File: src/rtl/hb_gate_pkg.sv
package hb_gate_pkg;
  typedef enum logic {LS_FULL = 1'b0, LS_WEAK = 1'b1} ls_mode_e;
  typedef struct packed {
    logic hs;
    logic ls;
  } sw_cmd_t;
endpackage

File: src/rtl/hb_holdoff.sv
module hb_holdoff #(
  parameter int HO_W = 6
) (
  input  logic            clk_i,
  input  logic            rst_ni,
  input  logic            clr_i,
  input  logic            mid_i,
  input  logic [HO_W-1:0] limit_i,
  output logic            hold_o,
  output logic            expired_o
);
  logic [HO_W-1:0] cnt_q;

  always_ff @(posedge clk_i or negedge rst_ni) begin
    if (!rst_ni)                cnt_q <= '0;
    else if (clr_i || !mid_i)   cnt_q <= '0;
    else if (cnt_q < limit_i)   cnt_q <= cnt_q + 1'b1;
  end

  assign expired_o = mid_i && (cnt_q >= limit_i);
  assign hold_o    = mid_i && !expired_o;
endmodule

File: src/rtl/hb_gap_timer.sv
module hb_gap_timer #(
  parameter int DT_W = 4
) (
  input  logic            clk_i,
  input  logic            rst_ni,
  input  logic            clr_i,
  input  logic            freeze_i,
  input  logic            busy_i,
  output logic [DT_W-1:0] gap_o
);
  localparam logic [DT_W-1:0] GAP_MAX = '1;
  logic [DT_W-1:0] gap_q;

  always_ff @(posedge clk_i or negedge rst_ni) begin
    if (!rst_ni)              gap_q <= '0;
    else if (clr_i)           gap_q <= '0;
    else if (freeze_i)        gap_q <= gap_q;
    else if (busy_i)          gap_q <= '0;
    else if (gap_q != GAP_MAX) gap_q <= gap_q + 1'b1;
  end

  assign gap_o = gap_q;
endmodule

File: src/rtl/hb_switch_ctrl.sv
module hb_switch_ctrl
  import hb_gate_pkg::*;
#(
  parameter int DT_W = 4
) (
  input  logic            clk_i,
  input  logic            rst_ni,
  input  logic            clr_i,
  input  logic            active_i,
  input  logic            hold_i,
  input  logic            pwm_i,
  input  logic            mid_i,
  input  logic            neg_i,
  input  logic [DT_W-1:0] dt_norm_i,
  input  logic [DT_W-1:0] dt_neg_i,
  input  logic [DT_W-1:0] gap_i,
  output sw_cmd_t         cmd_o,
  output ls_mode_e        mode_o
);
  sw_cmd_t   cmd_q, cmd_n;
  ls_mode_e  mode_q, mode_n;
  logic [DT_W-1:0] dt_hs, dt_ls;
  logic want_hs, want_ls;

  always_comb begin
    // high-side dead time follows the mode of the low interval that just ended
    dt_hs   = (mode_q == LS_WEAK) ? dt_neg_i : dt_norm_i;
    dt_ls   = neg_i ? dt_neg_i : dt_norm_i;
    want_hs = active_i && !mid_i && pwm_i;
    want_ls = active_i && !mid_i && !pwm_i;
    cmd_n   = cmd_q;
    mode_n  = mode_q;
    if (!(active_i && hold_i)) begin
      cmd_n.hs = cmd_q.hs ? want_hs : (want_hs && !cmd_q.ls && (gap_i >= dt_hs));
      cmd_n.ls = cmd_q.ls ? want_ls : (want_ls && !cmd_q.hs && (gap_i >= dt_ls));
      if (!cmd_q.ls && cmd_n.ls) mode_n = neg_i ? LS_WEAK : LS_FULL;
    end
  end

  always_ff @(posedge clk_i or negedge rst_ni) begin
    if (!rst_ni) begin
      cmd_q  <= '0;
      mode_q <= LS_FULL;
    end else if (clr_i) begin
      cmd_q  <= '0;
      mode_q <= LS_FULL;
    end else begin
      cmd_q  <= cmd_n;
      mode_q <= mode_n;
    end
  end

  assign cmd_o  = cmd_q;
  assign mode_o = mode_q;


  no_overlap_chk: assert property (@(posedge clk_i) disable iff (!rst_ni)
    !(cmd_q.hs && cmd_q.ls));

  break_before_make_chk: assert property (@(posedge clk_i) disable iff (!rst_ni)
    $rose(cmd_q.ls) |-> !$past(cmd_q.hs));

  mode_hold_chk: assert property (@(posedge clk_i) disable iff (!rst_ni)
    cmd_q.ls |=> (!cmd_q.ls || $stable(mode_q)));

  disable_off_chk: assert property (@(posedge clk_i) disable iff (!rst_ni)
    !active_i |=> (!cmd_q.hs && !cmd_q.ls));
endmodule

File: src/rtl/hb_gate_seq.sv
module hb_gate_seq
  import hb_gate_pkg::*;
#(
  parameter int DT_W = 4,
  parameter int HO_W = 6
) (
  input  logic            clk_i,
  input  logic            rst_ni,
  input  logic            en_i,
  input  logic            supply_ok_i,
  input  logic            pwm_i,
  input  logic            pwm_mid_i,
  input  logic            neg_cur_i,
  input  logic [DT_W-1:0] dt_norm_i,
  input  logic [DT_W-1:0] dt_neg_i,
  input  logic [HO_W-1:0] holdoff_i,
  output logic            hs_on_o,
  output logic            ls_strong_o,
  output logic            ls_weak_o
);
  logic            clr, active, hold, expired, freeze;
  logic [DT_W-1:0] gap;
  sw_cmd_t         cmd;
  ls_mode_e        mode;

  assign clr    = !supply_ok_i;
  assign active = en_i && supply_ok_i;
  assign freeze = active && hold;

  hb_holdoff #(.HO_W(HO_W)) u_holdoff (
    .clk_i, .rst_ni,
    .clr_i     (clr),
    .mid_i     (pwm_mid_i),
    .limit_i   (holdoff_i),
    .hold_o    (hold),
    .expired_o (expired)
  );

  hb_gap_timer #(.DT_W(DT_W)) u_gap (
    .clk_i, .rst_ni,
    .clr_i    (clr),
    .freeze_i (freeze),
    .busy_i   (cmd.hs || cmd.ls),
    .gap_o    (gap)
  );

  hb_switch_ctrl #(.DT_W(DT_W)) u_ctrl (
    .clk_i, .rst_ni,
    .clr_i     (clr),
    .active_i  (active),
    .hold_i    (hold),
    .pwm_i     (pwm_i),
    .mid_i     (pwm_mid_i),
    .neg_i     (neg_cur_i),
    .dt_norm_i (dt_norm_i),
    .dt_neg_i  (dt_neg_i),
    .gap_i     (gap),
    .cmd_o     (cmd),
    .mode_o    (mode)
  );

  assign hs_on_o     = cmd.hs;
  assign ls_weak_o   = cmd.ls;
  assign ls_strong_o = cmd.ls && (mode == LS_FULL);


  supply_off_chk: assert property (@(posedge clk_i) disable iff (!rst_ni)
    !supply_ok_i |=> (!hs_on_o && !ls_weak_o && !ls_strong_o));

  holdoff_off_chk: assert property (@(posedge clk_i) disable iff (!rst_ni)
    expired |=> (!hs_on_o && !ls_weak_o));

  strong_needs_weak_chk: assert property (@(posedge clk_i) disable iff (!rst_ni)
    ls_strong_o |-> ls_weak_o);
endmodule

File: config.mk
export PLATFORM = sky130hd
export DESIGN_NAME = hb_gate_seq
export DESIGN_NICKNAME = d
export VERILOG_FILES = /design/src/rtl/hb_gate_pkg.sv /design/src/rtl/hb_holdoff.sv /design/src/rtl/hb_gap_timer.sv /design/src/rtl/hb_switch_ctrl.sv /design/src/rtl/hb_gate_seq.sv
export SDC_FILE = /design/constraint.sdc
export NUM_CORES = 1
export LEC_CHECK = 0
export BUFFER_PORTS_ARGS = -buffer_cell sky130_fd_sc_hd__buf_4
export CORE_MARGIN = 4
export CORE_UTILIZATION = 49
export CTS_CLUSTER_DIAMETER = 150
export DETAILED_ROUTE_END_ITERATION = 16
export GPL_ROUTABILITY_DRIVEN = 0
export PLACE_DENSITY = 0.75
export SETUP_SLACK_MARGIN = 0.15
export SLEW_MARGIN = 20
export SYNTH_ARGS = -nofsm -noshare
export SYNTH_HDL_FRONTEND = slang
export SYNTH_HIERARCHICAL = 1
export SYNTH_SLANG_ARGS = --single-unit
File: constraint.sdc
create_clock -name clk_i -period 2.4 [get_ports clk_i]
set_input_delay 0.6 -clock clk_i [delete_from_list [all_inputs] [get_ports clk_i]]
set_output_delay 0.6 -clock clk_i [all_outputs]
set_load 0.005 [all_outputs]
## Word-level counts from Yosys, hierarchy flattened

Index checks and enable logic that the tools add are counted.

| storage, ports and cells | value |
|---|---|
| logic and storage cells | 56 |
| input port bits | 21 |
| register bits | 13 |

| cells by class | value |
|---|---|
| reductions and logical operators | 24 |
| add/sub/neg operators | 2 |
| bitwise operators | 1 |
| order comparisons | 4 |
| equality and inequality tests | 4 |
| mux-type cells | 16 |

Operators by type and width:

| kind | number |
|---|---|
| 4-bit two-way mux | 6 |
| 1-bit logical AND | 13 |
| 6-bit two-way mux | 2 |
| 4-bit >= comparator | 2 |
| 6-bit by 1-bit adder with 6-bit output (second input constant) | 1 |
| 6-bit >= comparator | 1 |
| 1-bit logical NOT | 6 |
| 6-bit < comparator | 1 |
| 1-bit two-way mux | 6 |
| 4-bit by 1-bit adder with 4-bit output (second input constant) | 1 |
| 2-bit two-way mux | 2 |
| 4-bit != test (second input constant) | 1 |
| 2-bit AND reduction | 2 |
| 3-bit by 1-bit != test with 1-bit output (second input constant) | 1 |
| 1-bit logical OR | 2 |
| 2-bit by 1-bit != test with 1-bit output (second input constant) | 1 |
| 2-bit != test (second input constant) | 1 |
| 2-bit nonzero test | 1 |
| 1-bit inverter | 1 |

## Logic depth before layout (Yosys ltp)

| logic depth | value |
|---|---|
| depth after elaboration | 10 |
| gate-level depth with buffers | 10 |
| gate-level depth less buffers | 10 |

## Modules after synthesis

Netlist, hierarchy kept.

By module, submodules not included:

| module | sequential area each (µm²) | cells each | area each (µm²) | instances |
|---|---|---|---|---|
| hb_holdoff | 150.1 | 58 | 506.7 | 1 |
| hb_switch_ctrl | 75.1 | 43 | 441.7 | 1 |
| hb_gap_timer | 100.1 | 23 | 224.0 | 1 |
| hb_gate_seq | 0.0 | 5 | 28.8 | 1 |

## Worst setup path before layout

No wires, ideal clock.

| timing path | value |
|---|---|
| path type | input port to flip-flop |
| from | input port holdoff_i[5] |
| to | register u_gap.gap_q[3], in the netlist u_gap/gap_o[3] |
| setup slack | -0.292 ns |
| buffers on the path | 0 |
| data required time | 2.318 ns |
| stages on the path | 9 |
| arrival time | 2.610 ns |
| cells stage by stage | inv_1 ha_1 nand2_1 o21ai_2 nor2_1 and2_1 and3_1 or4_2 a31oi_1 |

| between the ends | value |
|---|---|
| longest elaborated chain between the ends | 7 |

Ends and longest elaborated chain:

| what | line | source |
|---|---|---|
| from (decl) | hb_gate_seq.sv:16 | `input logic [HO_W-1:0] holdoff_i,` |
| 6-bit >= comparator | hb_holdoff.sv:20 | `assign expired_o = mid_i && (cnt_q >= limit_i);` |
| 1-bit logical AND | hb_holdoff.sv:20 |  |
| 1-bit logical NOT | hb_holdoff.sv:21 | `assign hold_o = mid_i && !expired_o;` |
| 1-bit logical AND | hb_holdoff.sv:21 |  |
| via hold | hb_gate_seq.sv:21 | `logic clr, active, hold, expired, freeze;` |
| 1-bit logical AND | hb_gate_seq.sv:28 | `assign freeze = active && hold;` |
| via freeze | hb_gate_seq.sv:21 |  |
| 2-bit != test (no line) | -- |  |
| 2-bit AND reduction (no line) | -- |  |
| to (signal assigned) | hb_gap_timer.sv:17 | `else if (freeze_i) gap_q <= gap_q;` |
| to (signal assigned) | hb_gap_timer.sv:19 | `else if (gap_q != GAP_MAX) gap_q <= gap_q + 1'b1;` |
| to (decl) | hb_gap_timer.sv:12 | `logic [DT_W-1:0] gap_q;` |

The timed path passes the listed nets, and every way through them passes these cells.
A chain may end at the register's enable or synchronous reset.

## Final worst setup path

| timing path | value |
|---|---|
| from | input port holdoff_i[1] |
| to | register u_ctrl.mode_q, in the netlist u_ctrl/mode_o |

| between the ends | value |
|---|---|
| longest elaborated chain between the ends | 7 |

Ends and longest elaborated chain:

| what | line | source |
|---|---|---|
| 6-bit >= comparator | hb_holdoff.sv:20 |  |
| 1-bit logical AND | hb_holdoff.sv:20 |  |
| 1-bit logical NOT | hb_holdoff.sv:21 |  |
| 1-bit logical AND | hb_holdoff.sv:21 |  |
| via hold | hb_gate_seq.sv:21 |  |
| 1-bit logical AND | hb_switch_ctrl.sv:33 | `if (!(active_i && hold_i)) begin` |
| 2-bit != test (no line) | -- |  |
| 2-bit AND reduction (no line) | -- |  |
| to (signal assigned) | hb_switch_ctrl.sv:49 | `mode_q <= mode_n;` |
| to (decl) | hb_switch_ctrl.sv:21 | `ls_mode_e mode_q, mode_n;` |

The timed path passes the listed nets, and every way through them passes these cells.

==> flow_metrics.env <==
export IMPL_status="finished, final reports clean"
export IMPL_criticalPathCategory="input port to flop"
export IMPL_first_iter_violations=30
export IMPL_cts_tree="done"
export IMPL_insertion_delay_ps=280
export IMPL_fin_setup_tns_ps=0
export IMPL_dieArea_um2=3290
export IMPL_vias_per_cell=5.93
export IMPL_hold_viol_final=0
export IMPL_rsz0062_at_grt="yes"
export IMPL_worst_setup_path_start_kind="input port"
export IMPL_yosysWarnings=6
export IMPL_min_period_ps=2230
export IMPL_path_clk_slew_ps=80
export IMPL_crit_fanout=4
export IMPL_regArea_um2=327
export IMPL_multi_input_area_um2=905
export IMPL_routed_top_layer="met4"
export IMPL_ios=24
export IMPL_clockBufferDepth=2
export IMPL_post_route_period_util_pct=92.9
export IMPL_power_density_nw_per_um2=336
export IMPL_synth_fp_nets=165
export IMPL_whs_ps=146
export IMPL_crit_path_end_kind="flop"
export IMPL_met2_length_um=1440
export IMPL_core_um2=2280
export IMPL_wl_per_cell_um=15.5
export IMPL_htreeDepth=1
export IMPL_clock_sinks=13
export IMPL_hold_path_class="input port to async pin"
export IMPL_cp_required_ps=2610
export IMPL_final_area_um2=1620
export IMPL_fill_cells=171
export IMPL_antenna_cells=0
export IMPL_synth_cells=128
export IMPL_fin_skew_ps=0.371
export IMPL_maxCapViolations=0
export IMPL_ir_drop_mv=0.379
export IMPL_hold_buffers=0
export IMPL_tightest_slew_ps=340
export IMPL_dr_wl_met3_um=107
export IMPL_die_w_um=57.4
export IMPL_arrival_ps=2440
export IMPL_grt_overflow=0
export IMPL_grt_usage_pct=18.5
export IMPL_dr_pass1_iters=4
export IMPL_drive_gt1_share_pct=38.6
export IMPL_met1Wirelength_um=1380
export IMPL_io_buffers=23
export IMPL_rows=17
export IMPL_hpwl_um=2360
export IMPL_cts_root_buf="clkbuf_4"
export IMPL_power_leakage_nw=0.725
export IMPL_maxSlewViolCount=0
export IMPL_grt_pass1_vias=1168
export IMPL_drtAntennaViolNets=0
export IMPL_fp_dieH_um=57.4
export IMPL_fmax_mhz=448
export IMPL_place_area_um2=1500
export IMPL_fin_util_pct=71.0
export IMPL_route_detailed_drc=0
export IMPL_grt_antenna_before_repair=0
export IMPL_syn_area_um2=1190
export IMPL_grt_pass1_wl_um=4800
export IMPL_initial_utilization_pct=52.5
export IMPL_syn_avg_cell_area_um2=9.34
export IMPL_syn_to_final_growth_pct=35.2
export IMPL_wirelength_um=3000
export IMPL_nNetsFinal=204
export IMPL_grt_max_degree=14
export IMPL_setup_viol=0
export IMPL_cts_buffers_inserted=3
export IMPL_relSlewSlack_pct=77.3
export IMPL_reg2reg_depth=9
export IMPL_route_vias_total=1151
## cell type report
class                      instances  share of cell area (%)
sequential                        13                    20.2
inverter                          12                    3.25
multi-input combinational        101                    56.0
tap                               28                    2.17
clock buffer                       4                    1.63
timing repair buffer              36                    16.7
## power by group
group	switching, mW	internal [mW]	total [mW]
sequential	0.0105	0.226	0.236
clock	0.0773	0.0645	0.142
combinational	0.0755	0.0889	0.164
total	0.163	0.379	0.543
## layout by cell type (no fill, tap or decap), drive strengths merged, types with 5 or more instances in the layout
cell	n
buf	36
a21oi	17
ha	16
dfrtp	13
inv	12
o21ai	7
mux2i	6
nand3	6
or4	5
## worst max-delay path, cell delays in order
cell and delay, ps:
buf_4 80, inv_1 50, ha_4 260, nand2b_1 90
a31oi_1 180, nor2_1 70, and2_4 150, nor4b_4 210
nand2_1 110, or4b_4 490, a21oi_2 150
## registers in the layout, summed over array words and instances (netlist names)
name / count
u_holdoff/cnt_q: 6
u_gap/gap_o: 4
u_ctrl/cmd_o: 2
u_ctrl/mode_o: 1
## what timing repair did
action | in CTS | in global routing
setup buffers | 5 | 2
hold endpoints to repair | 0 | 0
endpoints found under the setup margin | 1 | 1
resized for setup | 0 | 6
pin swaps | 0 | 6
## per-layer routing
layer | vias up | global-route usage [%]
li1 | 561 | -
met1 | 550 | 22.4
met2 | 28 | 31.3
met3 | 12 | 3.17
met4 | 0 | 8.94
met5 | - | 0
## metrics by stage
| step | power, mW | std cells | setup WS [ps] |
|---|---|---|---|
| after floorplan | 0.334 | 128 | 94.5 |
| after global placement | 0.386 | 183 | -16.4 |
| after detailed placement | 0.394 | 183 | -146 |
| after CTS | 0.539 | 192 | 152 |
| after global routing | 0.575 | 194 | 57.6 |
| final | 0.543 | 194 | 170 |
## worst paths after layout
path	from	to	slack (ps)
hold / removal	rst_ni	u_gap/gap_o[0]	150
hold reg to reg	u_holdoff/cnt_q[0]	u_holdoff/cnt_q[0]	570
min in group clk_i	u_holdoff/cnt_q[0]	u_holdoff/cnt_q[0]	570
setup reg to reg	u_holdoff/cnt_q[1]	u_ctrl/mode_o	180
max in group asynchronous	rst_ni	u_holdoff/cnt_q[3]	2080
setup / recovery	holdoff_i[1]	u_ctrl/mode_o	170
Note: power is estimated with default switching activity, not from simulation.
